$ cat src/rtl/otg_seq_pkg.sv
package otg_seq_pkg;

  typedef enum logic [2:0] {
    ST_IDLE,
    ST_HOLD,
    ST_DELAY,
    ST_RUN,
    ST_STOP
  } seqState_e;

  typedef enum logic [1:0] {
    PORT_NONE,
    PORT_A,
    PORT_B
  } portSel_e;

  typedef struct packed {
    logic     cntClr;
    logic     cntStep;
    logic     portLoad;
    portSel_e portNext;
    logic     goRun;
    logic     gateA;
    logic     gateB;
    logic     halt;
  } seqStrobe_t;

endpackage

$ cat src/rtl/otg_seq_dp.sv
module otg_seq_dp
  import otg_seq_pkg::*;
#(
  parameter int DELAY_TICKS = 5,
  parameter int NUM_PORTS   = 2
) (
  input  logic       clk,
  input  logic       rstN,
  input  logic       swFoundA,
  input  logic       swFoundB,
  input  seqStrobe_t strb,
  output logic       presA,
  output logic       presB,
  output logic       capDone,
  output logic       cntLast,
  output portSel_e   portSel,
  output logic       convEnable,
  output logic       rampStart,
  output logic       gateAOn,
  output logic       gateBOn
);

  localparam int CNT_W = (DELAY_TICKS < 2) ? 1 : $clog2(DELAY_TICKS + 1);
  localparam logic [CNT_W-1:0] CNT_END = CNT_W'(DELAY_TICKS - 1);

  logic [NUM_PORTS-1:0] swIn;
  logic [NUM_PORTS-1:0] presReg;
  logic [CNT_W-1:0]     tickCnt;
  logic                 capDoneReg;

  assign swIn = {swFoundB, swFoundA};

  // Presence latches: loaded once on the first edge after reset release.
  for (genvar p = 0; p < NUM_PORTS; p++) begin : g_pres
    always_ff @(posedge clk or negedge rstN) begin
      if (!rstN) begin
        presReg[p] <= 1'b0;
      end else if (!capDoneReg) begin
        presReg[p] <= swIn[p];
      end
    end
  end

  always_ff @(posedge clk or negedge rstN) begin
    if (!rstN) begin
      capDoneReg <= 1'b0;
    end else begin
      capDoneReg <= 1'b1;
    end
  end

  // Millisecond delay counter.
  always_ff @(posedge clk or negedge rstN) begin
    if (!rstN) begin
      tickCnt <= '0;
    end else if (strb.cntClr) begin
      tickCnt <= '0;
    end else if (strb.cntStep) begin
      tickCnt <= tickCnt + CNT_W'(1);
    end
  end

  // Selected port register.
  always_ff @(posedge clk or negedge rstN) begin
    if (!rstN) begin
      portSel <= PORT_NONE;
    end else if (strb.portLoad) begin
      portSel <= strb.portNext;
    end
  end

  // Output registers.
  always_ff @(posedge clk or negedge rstN) begin
    if (!rstN) begin
      convEnable <= 1'b0;
      gateAOn    <= 1'b0;
      gateBOn    <= 1'b0;
      rampStart  <= 1'b0;
    end else begin
      rampStart <= strb.goRun;
      if (strb.goRun) begin
        convEnable <= 1'b1;
        gateAOn    <= strb.gateA;
        gateBOn    <= strb.gateB;
      end else if (strb.halt) begin
        convEnable <= 1'b0;
        gateAOn    <= 1'b0;
        gateBOn    <= 1'b0;
      end
    end
  end

  assign presA   = presReg[0];
  assign presB   = presReg[1];
  assign capDone = capDoneReg;
  assign cntLast = (tickCnt == CNT_END);

endmodule

$ cat src/rtl/otg_seq_ctrl.sv
module otg_seq_ctrl
  import otg_seq_pkg::*;
(
  input  logic       clk,
  input  logic       rstN,
  input  logic       battAboveOtg,
  input  logic       battOverVolt,
  input  logic       vbusBelowUvlo,
  input  logic       tempInWindow,
  input  logic       vbusPresent,
  input  logic       otgEnable,
  input  logic       drvEnableA,
  input  logic       drvEnableB,
  input  logic       drvDisable,
  input  logic       msTick,
  input  logic       presA,
  input  logic       presB,
  input  logic       capDone,
  input  logic       cntLast,
  input  portSel_e   portSel,
  output seqStrobe_t strb
);

  seqState_e st;
  seqState_e stNext;

  logic startOk;
  logic keepOk;
  logic directMode;
  logic wantA;
  logic wantB;
  logic portHeld;
  logic delayOk;

  // Start needs VBUS low; once running, VBUS is our own output and is not judged.
  assign startOk    = battAboveOtg && !battOverVolt && vbusBelowUvlo && tempInWindow;
  assign keepOk     = battAboveOtg && !battOverVolt && tempInWindow;
  assign directMode = drvDisable || (!presA && !presB);
  assign wantA      = presA && drvEnableA && !drvDisable;
  assign wantB      = presB && drvEnableB && !drvDisable;
  assign portHeld   = (portSel == PORT_NONE) ||
                      ((portSel == PORT_A) && drvEnableA) ||
                      ((portSel == PORT_B) && drvEnableB);
  assign delayOk    = otgEnable && startOk && portHeld;

  always_ff @(posedge clk or negedge rstN) begin
    if (!rstN) begin
      st <= ST_IDLE;
    end else begin
      st <= stNext;
    end
  end

  always_comb begin
    stNext        = st;
    strb          = '0;
    strb.portNext = PORT_NONE;
    strb.cntClr   = (st != ST_DELAY);
    unique case (st)
      ST_IDLE: begin
        if (capDone && otgEnable && startOk) begin
          if (directMode) begin
            strb.portLoad = 1'b1;
            strb.portNext = PORT_NONE;
            stNext        = ST_DELAY;
          end else begin
            stNext = ST_HOLD;
          end
        end
      end
      ST_HOLD: begin
        if (!otgEnable || !keepOk) begin
          stNext = ST_IDLE;
        end else if (directMode) begin
          strb.portLoad = 1'b1;
          strb.portNext = PORT_NONE;
          stNext        = ST_DELAY;
        end else if (wantA) begin
          strb.portLoad = 1'b1;
          strb.portNext = PORT_A;
          stNext        = ST_DELAY;
        end else if (wantB) begin
          strb.portLoad = 1'b1;
          strb.portNext = PORT_B;
          stNext        = ST_DELAY;
        end
      end
      ST_DELAY: begin
        if (!delayOk) begin
          strb.cntClr = 1'b1;
          stNext      = ST_IDLE;
        end else if (msTick) begin
          if (cntLast) begin
            strb.cntClr = 1'b1;
            strb.goRun  = 1'b1;
            strb.gateA  = (portSel == PORT_A) && !drvDisable;
            strb.gateB  = (portSel == PORT_B) && !drvDisable;
            stNext      = ST_RUN;
          end else begin
            strb.cntStep = 1'b1;
          end
        end
      end
      ST_RUN: begin
        if (!otgEnable || !keepOk) begin
          strb.halt = 1'b1;
          stNext    = ST_IDLE;
        end else if ((portSel != PORT_NONE) && (!portHeld || drvDisable)) begin
          strb.halt = 1'b1;
          stNext    = ST_STOP;
        end
      end
      ST_STOP: begin
        if (!otgEnable || !keepOk) begin
          stNext = ST_IDLE;
        end else if (!vbusPresent) begin
          stNext = ST_HOLD;
        end
      end
      default: stNext = ST_IDLE;
    endcase
  end

endmodule

$ cat src/rtl/otg_start_seq.sv
module otg_start_seq
  import otg_seq_pkg::*;
#(
  parameter int DELAY_TICKS = 5
) (
  input  logic clk,
  input  logic rstN,
  input  logic battAboveOtg,
  input  logic battOverVolt,
  input  logic vbusBelowUvlo,
  input  logic tempInWindow,
  input  logic vbusPresent,
  input  logic swFoundA,
  input  logic swFoundB,
  input  logic otgEnable,
  input  logic drvEnableA,
  input  logic drvEnableB,
  input  logic drvDisable,
  input  logic msTick,
  output logic convEnable,
  output logic rampStart,
  output logic gateAOn,
  output logic gateBOn
);

  seqStrobe_t strb;
  portSel_e   portSel;
  logic       presA;
  logic       presB;
  logic       capDone;
  logic       cntLast;

  otg_seq_ctrl u_ctrl (
    .clk          (clk),
    .rstN         (rstN),
    .battAboveOtg (battAboveOtg),
    .battOverVolt (battOverVolt),
    .vbusBelowUvlo(vbusBelowUvlo),
    .tempInWindow (tempInWindow),
    .vbusPresent  (vbusPresent),
    .otgEnable    (otgEnable),
    .drvEnableA   (drvEnableA),
    .drvEnableB   (drvEnableB),
    .drvDisable   (drvDisable),
    .msTick       (msTick),
    .presA        (presA),
    .presB        (presB),
    .capDone      (capDone),
    .cntLast      (cntLast),
    .portSel      (portSel),
    .strb         (strb)
  );

  otg_seq_dp #(
    .DELAY_TICKS(DELAY_TICKS),
    .NUM_PORTS  (2)
  ) u_dp (
    .clk       (clk),
    .rstN      (rstN),
    .swFoundA  (swFoundA),
    .swFoundB  (swFoundB),
    .strb      (strb),
    .presA     (presA),
    .presB     (presB),
    .capDone   (capDone),
    .cntLast   (cntLast),
    .portSel   (portSel),
    .convEnable(convEnable),
    .rampStart (rampStart),
    .gateAOn   (gateAOn),
    .gateBOn   (gateBOn)
  );

endmodule

$ cat config.mk
export PLATFORM = sky130hd
export DESIGN_NAME = otg_start_seq
export DESIGN_NICKNAME = d
export VERILOG_FILES = /design/src/rtl/otg_seq_pkg.sv /design/src/rtl/otg_seq_dp.sv /design/src/rtl/otg_seq_ctrl.sv /design/src/rtl/otg_start_seq.sv
export SDC_FILE = /design/constraint.sdc
export NUM_CORES = 1
export LEC_CHECK = 0
export BUFFER_PORTS_ARGS = -buffer_cell sky130_fd_sc_hd__buf_4
export CORE_AREA = 2 2 49 51
export DETAILED_ROUTE_END_ITERATION = 8
export DIE_AREA = 0 0 51 53
export GPL_ROUTABILITY_DRIVEN = 0
export SLEW_MARGIN = 20
export SYNTH_ARGS = -nofsm -noshare
export SYNTH_HDL_FRONTEND = slang
export SYNTH_HIERARCHICAL = 1
export SYNTH_SLANG_ARGS = --single-unit
$ cat constraint.sdc
create_clock -name clk -period 2.9 [get_ports clk]
set_clock_uncertainty 0.05 [all_clocks]
set_input_delay 0.29 -clock clk [delete_from_list [all_inputs] [get_ports clk]]
set_output_delay 0.29 -clock clk [all_outputs]
set_load 0.03 [all_outputs]
==> flow_summary.toml, run 1 <==
[cells_and_area]
area_growth_pct = 20.2
diodes = 0
design_area_um2 = 1110
final_net_count = 133
final_common_cell = "buf_4"
top_regs = "u_ctrl/st x3, u_dp/tickCnt x3, u_dp/portSel x2"
layout-drive-gt1-share = 0.259
final_cell_mix = "buf_4, dfrtp_1, nor2_1"
nFillCells = 210

[power]
p_int_uw = 349
leakage_uw = 0.000479
power_density_nw_per_um2 = 467
p_seq_frac = 0.488
p_sw_frac = 0.327
vdd_drop_max_mv = 0.316
pwr-share-comb = 0.279
p_switching_uw = 170
pwr-share-clk = 0.233

[floorplan]
die_x_um = 51
start_util = 0.430
die_y_um = 53
die_area_um2 = 2700
pin_count = 18
rows = 17
coreArea_um2 = 2150

[synthesis]
synth_edf_count = 0
synth_warnings = 6
synth_top_family_by_area = "simple AND/OR/NAND/NOR gates"
syn_avg_cell_area_um2 = 9.53
synth_mux_area_frac = 0.0717
synth.cell_area_um2 = 925
ys_seq_area_frac = 0.406
synth_xor_xnor_area_share = 0.00947
synth_fa_ha_area_frac = 0.0271
synth-simple-area-share = 0.242
synth_cell_types = 39
ys.flop_type = "dfrtp_1"
synth_nets = 113
synth_compound_area_frac = 0.210
ys_seq_elements = 15
synthArstFlopShare = 1.00
postSynthCellCount = 97

[critical_path]
crit_fanout = 8
cp_slowest_cell = "nor3b_1"
max_stage_delay_ns = 0.51
arrival_ns = 2.32
path_class = "reg2reg"
worstPathCellList = "nand2b_4, a2111oi_4, nand2_1, nor3b_1, mux2i_1, nor2_1"
critPathLaunchType = "flip-flop"
crit_required_ns = 3.03
end_kind = "flip-flop"

[clock_network]
ctsHtreeMaxLevel = 1
cts_setup_buffers = 0
cts_buffer_depth = 2
clkTransAtPathRegs_ns = 0.09
hold_buffers = 1
insertion_delay_ns = 0.29
cts_resized = 0
cts_sinks = 15
cts_buffers = 3
cts_root_buf = "clkbuf_4"
cts_tree = "built"

[run_status]
outcome = "complete, no violations"

[route]
num_vias = 772
firstDrtPassIters = 4
drc = 0
drtAntennaViolNets = 0
wire_per_inst_um = 12.7
wl_um = 1830
drtIter0Drc = 21
vias_per_cell = 5.36

[global_route]
grt_pass1_vias = 703
track_usage = 0.158
overflow = 0
antenna_found_initial = 0
grt_pass1_wl_um = 3120
grt_max_degree = 16

[timing]
setup_viol = 0
max_slew.worst_pin.slew_ns = 0.576
finalHoldViolCount = 0
fin_crit_sh = 0.758
drv_slew = 0
clock.fmax_ghz = 0.455
max-slew-margin-rel = 0.615
fin_crit_ns = 2.20
tns_ns = 0
setup_slack_ns = 0.703
rsz0062_at_grt = "no"

[place]
dp_hpwl_um = 1410
port_buffers = 17
dpl_cell_area_um2 = 1070
pre_cts_ws_ns = 0.736

[worst_hold_path]
hp-class = "in2reg"

[run]
maxCapViolations = 0
==> routing by layer <==
layer | track usage | routed length, um
met2 | 0.249 | 856
met3 | 0.0169 | 88
met1 | 0.205 | 852
met4 | 0.108 | 31
met5 | 0 | 0
==> cell families after synthesis <==
group	count (synthesis)
compound gates	24
mux	6
simple gates	41
flops	15
other cells	1
xor+xnor	1
buf+inv	7
fa+ha+maj	2
==> through the flow <==
step           total power [uW]  hold WS, ns  std cells  utilization
2_1_floorplan               358      -0.0556         97            -
3_3_place_gp                399        0.109        139        0.500
3_5_place_dp                398        0.109        139        0.500
4_1_cts                     522        0.166        144        0.517
5_1_grt                     552        0.180        144        0.517
6_report                    519        0.176        144        0.517
==> critical path, delay by kind of cell, from the launching register on <==
kind / cells / cell delay (ns)
AO/OA/AOI/OAI: 1 / 0.47
flip-flops: 1 / 0.45
multiplexers: 1 / 0.24
AND/OR/NAND/NOR: 4 / 0.88
==> area by class of cell <==
cell class                 count  area (um^2)  share of cell area
tap                           28         35.0              0.0315
sequential                    15          375               0.338
inverter                       4         15.0              0.0135
clock buffer                   4         26.3              0.0236
timing repair buffer          18          138               0.124
multi-input combinational     75          522               0.470
==> worst paths after layout <==
check	start	endpoint	slack [ns]	cells after the start
min in group asynchronous	rstN	u_dp/capDone$_DFF_PN0_	0.33	2
worst max register to register	u_dp/portSel[0]$_DFFE_PN0P_	u_dp/tickCnt[1]$_DFFE_PN0P_	0.70	6
worst min-delay path	swFoundB	u_dp/presB$_DFFE_PN0N_	0.18	2
worst min register to register	u_dp/convEnable$_DFFE_PN0P_	u_dp/convEnable$_DFFE_PN0P_	0.44	1
max in group asynchronous	rstN	u_dp/gateAOn$_DFFE_PN0P_	2.29	2
worst max-delay path	u_dp/portSel[0]$_DFFE_PN0P_	u_dp/tickCnt[1]$_DFFE_PN0P_	0.70	6
==> power by group through the flow <==
stage | logic [uW] | clock network (uW) | registers, uW
global placement | 142 | 0 | 257
detailed placement | 142 | 0 | 256
CTS | 144 | 127 | 252
finish | 145 | 121 | 253
global route | 159 | 136 | 256
floorplan | 119 | 0 | 239
==> synth_stat cells (3+ instances only) <==
cell      instances  share of area
nand2_1           8          0.032
dfrtp_1          15           0.41
inv_1             4          0.016
mux2_2            4          0.049
a21oi_1           7          0.038
nor3_1            4          0.022
nor2_1           12          0.049
nand2b_1          3          0.020
o21ai_0           4          0.022
(Power assumes the default switching activity.)
==> inputs of run 2 (changes only) <==
==> constraint.sdc (replaced) <==
create_clock -name clk -period 2.2 [get_ports clk]
set_clock_uncertainty 0.05 [all_clocks]
set_input_delay 0.22 -clock clk [delete_from_list [all_inputs] [get_ports clk]]
set_output_delay 0.22 -clock clk [all_outputs]
set_load 0.03 [all_outputs]
==> run 2 against run 1 <==
Against the previous run:
- register-to-register slack got worse by 0.47 ns
- final area increased by 2.0%
- wire length is 8.7% higher
- cell count grew 2.1%
- power increased by 36%
- combinational power rose by 48%
- worst hold slack got worse by 0.075 ns
- utilization increased by 1.0 points
- sequential share of layout area is 0.67 points lower
- critical path depth is 1 higher
- maximum frequency up 12%
- critical path type unchanged
- highest routed layer unchanged
==> flow_summary.toml, run 2 (synthesis results as in run 1) <==
[run_status]
outcome = "complete, no violations"

[clock_network]
cts_tree = "built"
cts_sinks = 15
ctsHtreeMaxLevel = 1
cts_root_buf = "clkbuf_4"
cts_buffer_depth = 2
clkTransAtPathRegs_ns = 0.09
insertion_delay_ns = 0.29
cts_buffers = 3

[cells_and_area]
nFillCells = 216
post-route-util = 0.528
diodes = 0
layout-drive-gt1-share = 0.277
final_cell_mix = "buf_4, dfrtp_1, nor2_1"
area_growth_pct = 22.6
final_common_cell = "buf_4"
top_regs = "u_ctrl/st x3, u_dp/tickCnt x3, u_dp/portSel x2"
multiInputGateArea_um2 = 522
final-seq-area_um2 = 375
final_net_count = 136

[floorplan]
rows = 17
start_util = 0.430
die_area_um2 = 2700
die_x_um = 51
coreArea_um2 = 2150
pin_count = 18
die_y_um = 53

[timing]
rsz0062_at_grt = "no"
drv_slew = 0
finalHoldViolCount = 0
tns_ns = 0
clock.fmax_ghz = 0.508
fin_crit_sh = 0.895
setup_viol = 0
fin_crit_ns = 1.97

[route]
wire_per_inst_um = 13.5
firstDrtPassIters = 4
num_vias = 803
drc = 0
drtAntennaViolNets = 0
wl_um = 1990
vias_per_cell = 5.46
drtIter0Drc = 46

[worst_hold_path]
min_path_cells = 2
min_from = "swFoundB"
hp-class = "in2reg"
whs_endpoint = "u_dp/presB$_DFFE_PN0N_"

[power]
leakage_uw = 0.000495
power_uw = 706
vdd_drop_max_mv = 0.466
power_density_nw_per_um2 = 623

[global_route]
overflow = 0
track_usage = 0.171
grt_pass1_vias = 756
grt_pass1_wl_um = 3280
antenna_found_initial = 0
grt_max_degree = 16

[place]
dp_hpwl_um = 1540
port_buffers = 17

[critical_path]
rr_worst_depth = 7
arrival_ns = 2.11
path_class = "reg2reg"
crit_fanout = 8
r2r_start = "u_dp/portSel[0]$_DFFE_PN0P_"
ff2ff_setup_slack_ns = 0.23
crit_required_ns = 2.34
r2r-end = "u_dp/tickCnt[1]$_DFFE_PN0P_"
end_kind = "flip-flop"
critPathLaunchType = "flip-flop"

[run]
maxCapViolations = 0
==> run 2: stage by stage <==
step	hold slack, ns	setup WS, ns	cell area (um^2)	std cells
4_1_cts	0.0949	0.226	1130	147
3_3_place_gp	0.0359	0.277	1100	142
5_1_grt	0.0946	0.0651	1130	147
2_1_floorplan	-0.126	0.215	925	97
3_5_place_dp	0.0383	0.240	1100	142
6_report	0.101	0.231	1130	147
==> run 2: report_power, final <==
group          switching, uW  total (uW)  leakage (uW)  internal (uW)
clock                   93.7         164     0.0000150           70.7
combinational            111         215      0.000279            104
sequential              30.6         326      0.000201            296
==> run 2: how the worst max path moves through the flow <==
stage / startpoint / to / cells after the start
2_1_floorplan: u_dp/portSel[0]$_DFFE_PN0P_ / u_dp/tickCnt[1]$_DFFE_PN0P_ / 6
3_3_place_gp: u_dp/portSel[0]$_DFFE_PN0P_ / u_dp/tickCnt[1]$_DFFE_PN0P_ / 7
3_5_place_dp: u_dp/portSel[0]$_DFFE_PN0P_ / u_dp/tickCnt[1]$_DFFE_PN0P_ / 7
4_1_cts: u_dp/portSel[0]$_DFFE_PN0P_ / u_dp/tickCnt[1]$_DFFE_PN0P_ / 7
5_1_grt: u_dp/portSel[0]$_DFFE_PN0P_ / u_dp/tickCnt[1]$_DFFE_PN0P_ / 7
6_report: u_dp/portSel[0]$_DFFE_PN0P_ / u_dp/tickCnt[1]$_DFFE_PN0P_ / 7
==> run 2: what timing repair did <==
item,CTS,global route
hold endpoints to repair,15,0
hold buffers,1,0
resized for setup,0,0
setup buffers,0,0
==> run 2: layout make-up <==
class / count / area share
clock buffers: 4 / 0.0232
inverters: 4 / 0.0132
multi-input cells: 75 / 0.460
flip-flops and latches: 15 / 0.331
well taps: 28 / 0.0309
repair buffers: 21 / 0.141
==> run 2: layer usage <==
metal  part of all wire  wire (um)  vias to the layer above  track usage
met2               0.50        997                       28        0.294
li1                   -          -                      393            -
met5                  0          0                        -            0
met1               0.41        816                      377        0.199
met3              0.065        129                        5       0.0339
met4              0.023         46                        0       0.0946
==> run 2: critical path: stages, from the launching register on <==
cell and delay [ns]:
dfrtp_1 0.45, nand2b_4 0.19, a2111oi_4 0.47, nand2_1 0.12, nor3b_1 0.19, buf_4 0.17
mux2i_1 0.18, nor2_1 0.05
==> inputs of run 3 (changes only) <==
--- a/config.mk
+++ b/config.mk
@@ -5,10 +5,11 @@
 export SDC_FILE = /design/constraint.sdc
 export NUM_CORES = 1
 export LEC_CHECK = 0
+export ABC_AREA = 1
 export BUFFER_PORTS_ARGS = -buffer_cell sky130_fd_sc_hd__buf_4
-export CORE_AREA = 2 2 49 51
+export CORE_AREA = 2 2 50 52
 export DETAILED_ROUTE_END_ITERATION = 8
-export DIE_AREA = 0 0 51 53
+export DIE_AREA = 0 0 52 54
 export GPL_ROUTABILITY_DRIVEN = 0
 export SLEW_MARGIN = 20
 export SYNTH_ARGS = -nofsm -noshare
==> run 3 against run 2 <==
Against the previous run:
- count of clock-buffer cells in the layout did not move
- combinational power rose by 42%
- maximum frequency rose by 28%
- clock power fell by 5%
- synthesized cell count rose by 40%
- critical path depth fell by 1
- worst hold slack improved by 0.032 ns
- die area rose by 3.9%
- non-clock buffer count fell by 3
- critical endpoint is now u_dp/portSel[0]$_DFFE_PN0P_
- largest power group unchanged
- highest routed layer unchanged
==> flow_summary.toml, run 3 <==
[global_route]
grt_max_degree = 16
grt_pass1_vias = 826
track_usage = 0.164
overflow = 0
grt_pass1_wl_um = 3340
antenna_found_initial = 0

[critical_path]
critPathLaunchType = "flip-flop"
worstPathCellList = "inv_1, nand2_1, nor2_1, nand2_1, o21ai_0, o21ai_0"
max_stage_delay_ns = 0.41
crit_fanout = 4
crit_family = "compound AO/OA/AOI/OAI gates"
end_kind = "flip-flop"
crit_buf_inv = 1
rr_worst_depth = 6
crit_cells = 6
crit_required_ns = 2.30
path_class = "reg2reg"
cp_slowest_cell = "dfrtp_1"
arrival_ns = 1.63

[worst_hold_path]
min_path_cells = 3
hp-class = "in2reg"

[power]
power_density_nw_per_um2 = 693
p_sw_frac = 0.396
p_int_uw = 493
leakage_uw = 0.000619
pwr-share-comb = 0.375
p_switching_uw = 324
p_seq_frac = 0.435
vdd_drop_max_mv = 0.359
pwr-share-clk = 0.190

[synthesis]
synthArstFlopShare = 1.00
ys.flop_type = "dfrtp_1"
synth_cell_types = 22
synth_nets = 152
synth.cell_area_um2 = 977
synth.most_common_cell = "nand2_1"
synth_top_area_cell = "dfrtp_1"
yosys-top-cells-count = "nand2_1, inv_1, dfrtp_1"
ys_seq_elements = 15
ys_seq_area_frac = 0.384
synth_area_leaders = "dfrtp_1, nand2_1, inv_1, nand3_1, nor2_1"
postSynthCellCount = 136
synth_top_area_frac = 0.384
synth_edf_count = 0
syn_avg_cell_area_um2 = 7.19
synth_warnings = 6

[clock_network]
cts_root_buf = "clkbuf_4"
cts_buffer_depth = 2
cts_resized = 0
cts_buffers = 3
clkTransAtPathRegs_ns = 0.09
cts_setup_buffers = 0
cts_sinks = 15
ctsHtreeMaxLevel = 1
cts_tree = "built"
insertion_delay_ns = 0.27

[cells_and_area]
nFillCells = 236
instances_no_fill = 188
top_regs = "u_ctrl/st x3, u_dp/tickCnt x3, u_dp/portSel x2"
final_net_count = 175
final_common_cell = "nand2_1"
post-route-util = 0.508
area_growth_pct = 20.6
design_area_um2 = 1180
layout-drive-gt1-share = 0.285
final_cell_mix = "nand2_1, inv_1, buf_4"
diodes = 0

[floorplan]
pin_count = 18
die_area_um2 = 2810
coreArea_um2 = 2320
die_x_um = 52
die_y_um = 54
rows = 18
start_util = 0.421

[route]
drtAntennaViolNets = 0
vias_per_cell = 4.60
wl_um = 1920
firstDrtPassIters = 4
num_vias = 864
drc = 0
drtIter0Drc = 7
wire_per_inst_um = 10.2

[place]
dp_hpwl_um = 1610
dpl_cell_area_um2 = 1140
placedCellCount = 183
pre_cts_ws_ns = 0.684
port_buffers = 17

[timing]
clock.fmax_ghz = 0.652
fin_crit_ns = 1.53
fin_crit_sh = 0.697
tns_ns = 0
setup_slack_ns = 0.667
drv_slew = 0
rsz0062_at_grt = "no"
finalHoldViolCount = 0
setup_viol = 0

[run_status]
outcome = "complete, no violations"

[run]
maxCapViolations = 0
==> run 3: worst min-delay path, stage by stage <==
cell     delay (ns)
buf_4          0.10
inv_1          0.03
o21ai_0        0.06
==> run 3: cell type report <==
type,count,area [um^2],share of cell area
Timing Repair Buffer,18,138,0.117
Inverter,25,93.8,0.0796
Multi-Input combinational cell,96,508,0.431
Tap cell,30,37.5,0.0318
Sequential cell,15,375,0.318
Clock buffer,4,26.3,0.0223
==> run 3: kinds of logic after synthesis <==
family | synth area share
AO/OA/AOI/OAI | 0.0756
adder cells (fa/ha/maj) | 0.0256
other | 0.00384
flip-flops | 0.384
buffers and inverters | 0.0960
AND/OR/NAND/NOR | 0.415
==> run 3: path summary, 6_finish.rpt <==
path | startpoint | to | slack [ns]
worst max-delay path | u_ctrl/st[0]$_DFFE_PN0P_ | u_dp/portSel[0]$_DFFE_PN0P_ | 0.67
worst min-delay path | swFoundA | u_dp/presA$_DFFE_PN0N_ | 0.13
worst max register to register | u_ctrl/st[0]$_DFFE_PN0P_ | u_dp/portSel[0]$_DFFE_PN0P_ | 0.67
worst min register to register | u_dp/convEnable$_DFFE_PN0P_ | u_dp/convEnable$_DFFE_PN0P_ | 0.44
max in group asynchronous | rstN | u_dp/tickCnt[0]$_DFFE_PN0P_ | 1.65
min in group asynchronous | rstN | u_dp/tickCnt[2]$_DFFE_PN0P_ | 0.27
==> run 3: layer usage <==
layer,share of wire,global-route usage
met3,0.024,0.0250
met2,0.50,0.293
met4,0.0052,0.0658
met5,0,0
met1,0.47,0.196
==> run 3: stage by stage <==
stage,power [uW],hold WS [ns]
after floorplan,591,-0.126
final,817,0.133
after global routing,889,0.143
after global placement,660,0.0407
after CTS,828,0.127
after detailed placement,666,0.0408
==> run 3: power groups by stage <==
stage	logic (uW)	registers, uW	clock network [uW]
finish	306	355	156
global route	352	362	174
CTS	308	356	164
detailed placement	306	360	0
global placement	302	358	0
floorplan	240	351	0
==> run 3: repair_timing <==
item | 4_1_cts | 5_1_grt
endpoints found under the setup margin | 0 | 0
hold buffers | 1 | 0
hold endpoints to repair | 15 | 0
